<file path="config.mk">
export PLATFORM = sky130hd
export DESIGN_NAME = sdram_cmd_decode
export DESIGN_NICKNAME = d
export VERILOG_FILES = /design/src/rtl/sdram_cmd_pkg.sv /design/src/rtl/sdram_cmd_ctrl.sv /design/src/rtl/sdram_cmd_dpath.sv /design/src/rtl/sdram_cmd_decode.sv
export SDC_FILE = /design/constraint.sdc
export NUM_CORES = 1
export LEC_CHECK = 0
export ABC_CLOCK_PERIOD_IN_PS = 800
export BUFFER_PORTS_ARGS = -buffer_cell sky130_fd_sc_hd__buf_2
export CAP_MARGIN = 10
export CORE_ASPECT_RATIO = 0.9
export CORE_MARGIN = 8
export CORE_UTILIZATION = 45
export DETAILED_ROUTE_END_ITERATION = 7
export MAX_ROUTING_LAYER = met4
export PLACE_DENSITY = 0.88
export REMOVE_ABC_BUFFERS = 1
export SKIP_LAST_GASP = 1
export SLEW_MARGIN = 40
export SYNTH_ARGS = -nofsm -noshare
export SYNTH_HDL_FRONTEND = slang
export SYNTH_SLANG_ARGS = --single-unit
</file>
<file path="constraint.sdc">
create_clock -name clk -period 0.8 [get_ports clk]
set_input_delay 0 -clock clk [delete_from_list [all_inputs] [get_ports clk]]
set_output_delay 0 -clock clk [all_outputs]
set_load 0.05 [all_outputs]
</file>
<file path="src/rtl/sdram_cmd_pkg.sv">
package sdram_cmd_pkg;
  localparam int CMD_NUM  = 9;
  localparam int CMD_NOP  = 0;
  localparam int CMD_ACT  = 1;
  localparam int CMD_RD   = 2;
  localparam int CMD_WR   = 3;
  localparam int CMD_BST  = 4;
  localparam int CMD_PRE  = 5;
  localparam int CMD_AREF = 6;
  localparam int CMD_SREF = 7;
  localparam int CMD_LMR  = 8;

  // strobes handed from the control decode to the field datapath
  typedef struct packed {
    logic isAct;
    logic isAccess;
    logic isPre;
    logic isLmr;
  } strobe_t;
endpackage

</file>
<file path="src/rtl/sdram_cmd_ctrl.sv">
module sdram_cmd_ctrl
  import sdram_cmd_pkg::*;
(
  input  logic               clk,
  input  logic               rstN,
  input  logic               csN,
  input  logic               rasN,
  input  logic               casN,
  input  logic               weN,
  input  logic               cke,
  output strobe_t            strobes,
  output logic [CMD_NUM-1:0] cmdOut,
  output logic               illegalCke
);
  logic [2:0]         code;
  logic [CMD_NUM-1:0] decVec;
  logic               illegalNext;

  assign code = {rasN, casN, weN};

  always_comb begin
    decVec      = '0;
    illegalNext = 1'b0;
    if (!csN) begin
      if (cke) begin
        case (code)
          3'b111:  decVec[CMD_NOP]  = 1'b1;
          3'b011:  decVec[CMD_ACT]  = 1'b1;
          3'b101:  decVec[CMD_RD]   = 1'b1;
          3'b100:  decVec[CMD_WR]   = 1'b1;
          3'b110:  decVec[CMD_BST]  = 1'b1;
          3'b010:  decVec[CMD_PRE]  = 1'b1;
          3'b001:  decVec[CMD_AREF] = 1'b1;
          3'b000:  decVec[CMD_LMR]  = 1'b1;
          default: ;
        endcase
      end else if (code == 3'b001) begin
        decVec[CMD_SREF] = 1'b1;
      end else begin
        illegalNext = 1'b1;
      end
    end
  end

  always_comb begin
    strobes.isAct    = decVec[CMD_ACT];
    strobes.isAccess = decVec[CMD_RD] | decVec[CMD_WR];
    strobes.isPre    = decVec[CMD_PRE];
    strobes.isLmr    = decVec[CMD_LMR];
  end

  always_ff @(posedge clk or negedge rstN) begin
    if (!rstN) begin
      cmdOut     <= '0;
      illegalCke <= 1'b0;
    end else begin
      cmdOut     <= decVec;
      illegalCke <= illegalNext;
    end
  end

  assert_onehot_R2: assert property (@(posedge clk) disable iff (!rstN)
    $onehot0({cmdOut, illegalCke}));

  assert_inhibit_R1: assert property (@(posedge clk) disable iff (!rstN)
    csN |=> (cmdOut == '0 && !illegalCke));

  assert_cke_fault_R7: assert property (@(posedge clk) disable iff (!rstN)
    (!csN && !cke && code != 3'b001) |=> (illegalCke && cmdOut == '0));

  assert_self_refresh_R6: assert property (@(posedge clk) disable iff (!rstN)
    (!csN && !cke && code == 3'b001) |=> cmdOut[CMD_SREF]);
endmodule

</file>
<file path="src/rtl/sdram_cmd_dpath.sv">
module sdram_cmd_dpath
  import sdram_cmd_pkg::*;
#(
  parameter int BANK_W     = 2,
  parameter int ADDR_W     = 13,
  parameter int COL_W      = 10,
  parameter int AP_BIT     = 10,
  parameter int MODE_W     = 12,
  parameter int RD_DQM_LAT = 2
) (
  input  logic              clk,
  input  logic              rstN,
  input  strobe_t           strobes,
  input  logic [BANK_W-1:0] bankIn,
  input  logic [ADDR_W-1:0] addrIn,
  input  logic              dqmIn,
  output logic [BANK_W-1:0] bankOut,
  output logic [ADDR_W-1:0] rowOut,
  output logic [COL_W-1:0]  colOut,
  output logic              autoPre,
  output logic              preAll,
  output logic              modeStrobe,
  output logic [MODE_W-1:0] modeOp,
  output logic              wrMaskEn,
  output logic              rdMaskEn
);
  localparam int PIPE_LEN = RD_DQM_LAT + 1;

  logic apBit;
  logic loadBank;
  logic [PIPE_LEN-1:0] dqmPipe;

  assign apBit    = addrIn[AP_BIT];
  assign loadBank = strobes.isAct | strobes.isAccess | (strobes.isPre & ~apBit);

  always_ff @(posedge clk or negedge rstN) begin
    if (!rstN) begin
      bankOut    <= '0;
      rowOut     <= '0;
      colOut     <= '0;
      autoPre    <= 1'b0;
      preAll     <= 1'b0;
      modeStrobe <= 1'b0;
      modeOp     <= '0;
    end else begin
      bankOut    <= loadBank ? bankIn : '0;
      rowOut     <= strobes.isAct ? addrIn : '0;
      colOut     <= strobes.isAccess ? addrIn[COL_W-1:0] : '0;
      autoPre    <= strobes.isAccess & apBit;
      preAll     <= strobes.isPre & apBit;
      modeStrobe <= strobes.isLmr;
      modeOp     <= strobes.isLmr ? addrIn[MODE_W-1:0] : '0;
    end
  end

  // stage 0 is the write mask; the last stage is the delayed read mask
  always_ff @(posedge clk or negedge rstN) begin
    if (!rstN) dqmPipe[0] <= 1'b0;
    else       dqmPipe[0] <= dqmIn;
  end

  for (genvar s = 1; s < PIPE_LEN; s++) begin : g_dqmStage
    always_ff @(posedge clk or negedge rstN) begin
      if (!rstN) dqmPipe[s] <= 1'b0;
      else       dqmPipe[s] <= dqmPipe[s-1];
    end
  end

  assign wrMaskEn = dqmPipe[0];
  assign rdMaskEn = dqmPipe[PIPE_LEN-1];

  if (RD_DQM_LAT == 2) begin : g_lagCheck
    assert_read_mask_lag_R10: assert property (@(posedge clk) disable iff (!rstN)
      rdMaskEn == $past(wrMaskEn, 2));
  end

  assert_col_idle_R11: assert property (@(posedge clk) disable iff (!rstN)
    !strobes.isAccess |=> (colOut == '0 && !autoPre));
endmodule

</file>
<file path="src/rtl/sdram_cmd_decode.sv">
module sdram_cmd_decode
  import sdram_cmd_pkg::*;
#(
  parameter int BANK_W     = 2,
  parameter int ADDR_W     = 13,
  parameter int COL_W      = 10,
  parameter int AP_BIT     = 10,
  parameter int MODE_W     = 12,
  parameter int RD_DQM_LAT = 2
) (
  input  logic               clk,
  input  logic               rstN,
  input  logic               csN,
  input  logic               rasN,
  input  logic               casN,
  input  logic               weN,
  input  logic               cke,
  input  logic [BANK_W-1:0]  bankIn,
  input  logic [ADDR_W-1:0]  addrIn,
  input  logic               dqmIn,
  output logic [CMD_NUM-1:0] cmdOut,
  output logic               illegalCke,
  output logic [BANK_W-1:0]  bankOut,
  output logic [ADDR_W-1:0]  rowOut,
  output logic [COL_W-1:0]   colOut,
  output logic               autoPre,
  output logic               preAll,
  output logic               modeStrobe,
  output logic [MODE_W-1:0]  modeOp,
  output logic               wrMaskEn,
  output logic               rdMaskEn
);
  strobe_t strobes;

  sdram_cmd_ctrl u_ctrl (
    .clk        (clk),
    .rstN       (rstN),
    .csN        (csN),
    .rasN       (rasN),
    .casN       (casN),
    .weN        (weN),
    .cke        (cke),
    .strobes    (strobes),
    .cmdOut     (cmdOut),
    .illegalCke (illegalCke)
  );

  sdram_cmd_dpath #(
    .BANK_W     (BANK_W),
    .ADDR_W     (ADDR_W),
    .COL_W      (COL_W),
    .AP_BIT     (AP_BIT),
    .MODE_W     (MODE_W),
    .RD_DQM_LAT (RD_DQM_LAT)
  ) u_dpath (
    .clk        (clk),
    .rstN       (rstN),
    .strobes    (strobes),
    .bankIn     (bankIn),
    .addrIn     (addrIn),
    .dqmIn      (dqmIn),
    .bankOut    (bankOut),
    .rowOut     (rowOut),
    .colOut     (colOut),
    .autoPre    (autoPre),
    .preAll     (preAll),
    .modeStrobe (modeStrobe),
    .modeOp     (modeOp),
    .wrMaskEn   (wrMaskEn),
    .rdMaskEn   (rdMaskEn)
  );

  assert_autopre_access_R4: assert property (@(posedge clk) disable iff (!rstN)
    autoPre |-> (cmdOut[CMD_RD] || cmdOut[CMD_WR]));

  assert_preall_bank_R5: assert property (@(posedge clk) disable iff (!rstN)
    preAll |-> (cmdOut[CMD_PRE] && bankOut == '0));

  assert_mode_strobe_R8: assert property (@(posedge clk) disable iff (!rstN)
    modeStrobe |-> cmdOut[CMD_LMR]);

  assert_row_active_R3: assert property (@(posedge clk) disable iff (!rstN)
    (rowOut != '0) |-> cmdOut[CMD_ACT]);
endmodule

</file>
==> impl_metrics.json <==
{
  "cpMaxStageDelayCell": "dfrtp_1",
  "slowest_delay_ns": 0.42,
  "drt_wl_total_mm": 5.25,
  "path_cells": "buf_6",
  "synth.area.top_cells": "dfrtp_1 76%, and2_1 9.5%, and3_1 4.0%",
  "die_area_sq_um": 6030,
  "ys_types": 17,
  "hold_viol": 2,
  "start_util_pct": 46.5,
  "rows": 21,
  "holdWs_ns": -0.00999,
  "p_clk_share_pct": 34.8,
  "grt_overflow_total": 0,
  "grt_max_degree": 53,
  "synthCells": 119,
  "drc": 0,
  "synth_top_family_by_area": "simple AND/OR/NAND/NOR gates",
  "drive_gt1_share_pct": 42.7,
  "combinationalPowerShare_pct": 11.8,
  "synth_compound_area_share_pct": 0.293,
  "cts_buffer_depth": 2,
  "cts_made_buffers": 5,
  "path_max_fanout": 1,
  "arrival_ns": 0.89,
  "io_pins": 75,
  "final.setup_skew_ns": 0.00407,
  "slew_viol_final": 0,
  "grt_pass1_wl_mm": 7.82,
  "swShare_pct": 23.8,
  "violations": "negative hold slack, negative setup slack",
  "maxCapViolCount": 0,
  "fmax_ghz": 1.13,
  "critPathBufInv": 1,
  "p_int_mw": 3.84,
  "status": "complete, but fails checks",
  "power_mw": 5.04,
  "yosys.area.top_type_share_pct": 76.1,
  "syn_area_sq_um": 1710,
  "synth_simple_gate_area_share_pct": 21.7,
  "worstSetupPathType": "reg2out",
  "yosysTopAreaCell": "dfrtp_1",
  "synth-seq-cells": 52,
  "cts_tree": "built",
  "via_count": 1301,
  "critical_path_required_ns": 0.80,
  "dr.pass1.iters": 4,
  "muxShareOfSynthArea_pct": 0,
  "dr.first_iter.drc_count": 82,
  "synthAdderAreaFrac_pct": 0,
  "avgSynthCellArea_sq_um": 14.4,
  "nets": 249,
  "ctsHoldBuffers": 21,
  "via_per_inst": 4.75,
  "slew_headroom_pct": 81.9,
  "placed_area_sq_um": 2190,
  "drt-wirelength-per-cell_microns": 19.2,
  "cp_top_family": "flip-flops",
  "yosysWarnings": 0,
  "cts_sinks": 52,
  "die_x_microns": 81.0,
  "htree_levels": 2,
  "ant_nets": 0,
  "end_kind": "output pin",
  "min_period_ns": 0.889,
  "powerDensity_nw_per_um2": 1760,
  "worst_pin_slew_ns": 0.272,
  "setup_ws_ns": -0.0889,
  "rsz0062_at_grt": "true",
  "r2r_setup_slack_ns": 0.05,
  "place_congestion": 0.800,
  "p_switching_mw": 1.20,
  "finalInstanceArea_sq_um": 2870,
  "area_growth_syn_to_layout_pct": 67.8,
  "globalRouteTotalUtil_pct": 18.1,
  "irDropWorstVdd_v": 0.000795,
  "clk_latency_ns": 0.30,
  "antenna_found_initial": 0,
  "cts.clk_slew.worst_paths_ns": 0.09,
  "p_seq_share_pct": 53.3,
  "setup_viol": 52,
  "placed_cells": 242,
  "layout.cells.non_filler": 274,
  "root_buffer": "clkbuf_8",
  "yosys.area_share.xor_xnor_pct": 0,
  "io_buffers": 74,
  "first_global_vias": 1406,
  "fin_crit_sh_pct": 111,
  "leakage_nw": 1.51,
  "die_h_microns": 74.5,
  "start_kind": "register",
  "hp-class": "in2reg",
  "yosysSeqAreaShare_pct": 76.1,
  "hpwl_mm": 3.00,
  "core_sq_um": 3680
}
-- worst paths after layout --
path | startpoint | cells after the start | end
worst min register to register | u_dpath.dqmPipe[1] | 0 | u_dpath.rdMaskEn
worst min-delay path | cke | 3 | u_ctrl.cmdOut[7]
min in group asynchronous | rstN | 3 | u_ctrl.cmdOut[1]
max in group asynchronous | rstN | 3 | u_dpath.dqmPipe[1]
worst max-delay path | u_dpath.colOut[0] | 1 | colOut[0]
worst max register to register | u_dpath.wrMaskEn | 2 | u_dpath.dqmPipe[1]
-- cell usage in the layout (no fill, tap or decap), types with 2 or more instances in the layout --
| cell | count |
|---|---|
| nand2_1 | 4 |
| nor3_1 | 2 |
| nor2b_1 | 2 |
| and2_1 | 26 |
| dlygate4sd3_1 | 20 |
| and3_1 | 11 |
| clkbuf_8 | 5 |
| dfrtp_1 | 52 |
| nor2_1 | 8 |
| buf_6 | 52 |
| nand2b_1 | 3 |
| buf_2 | 22 |
| buf_12 | 3 |
| buf_4 | 8 |
-- logic make-up (layout without fill, tap and decap cells) --
kind of cell,Yosys count,count (layout)
other,0,1
buffers and inverters,5,113
AOI/OAI and AO/OA,1,1
and+or+nand+nor,61,61
DFF,52,52
-- routing by layer --
| layer | global-route usage, % | share of wire (%) | up-vias |
|---|---|---|---|
| li1 | - | - | 588 |
| met1 | 19.7 | 39 | 646 |
| met2 | 31.5 | 52 | 57 |
| met3 | 4.23 | 7.3 | 10 |
| met4 | 6.73 | 2.1 | 0 |
| met5 | - | 0 | - |
-- cells in the mapped netlist (all sizes together) --
cell    instances
dfrtp          52
nor3            3
nand2           4
nor4            1
clkbuf          2
buf             3
and3           11
or3b            1
nand2b          3
a21oi           1
and2           26
nor2b           2
and2b           1
nor2            9
-- cell type report --
type | count | area, sq um
clock inverter | 3 | 42.5
antenna | 1 | 2.50
fill | 187 | 808
clock buffer | 5 | 68.8
sequential | 52 | 1300
timing repair buffer | 105 | 1020
tap | 46 | 57.6
multi-input combinational | 62 | 382
-- sequential cells by signal, indices dropped and copies added, names as in the netlist, 2 cells and up --
name / count
u_ctrl.cmdOut: 9
u_dpath.colOut: 10
u_dpath.bankOut: 2
u_dpath.modeOp: 12
u_dpath.rowOut: 13
-- through the flow --
step	util (%)	setup slack, ns	setup TNS, ns
detailed placement	59.5	-0.285	-7.91
global placement	59.5	-0.239	-6.75
floorplan	-	-0.0833	-1.26
finish	78.0	-0.0889	-2.32
global route	78.0	-0.112	-3.67
CTS	77.3	-0.0762	-2.41
-- power by group through the flow --
stage	Sequential (mW)	Clock, mW	Combinational [mW]
global route	2.69	1.86	0.633
floorplan	2.88	0	0.0634
finish	2.69	1.76	0.597
global placement	2.73	0	0.431
detailed placement	2.73	0	0.443
CTS	2.69	1.78	0.577
-- timing repair --
item | CTS | global route
resized for setup | 104 | 1
endpoints found under the setup margin | 52 | 68
setup buffers | 1 | 2
hold endpoints to repair | 95 | 2
pin swaps | 0 | 2
(Power assumes the default switching activity.)
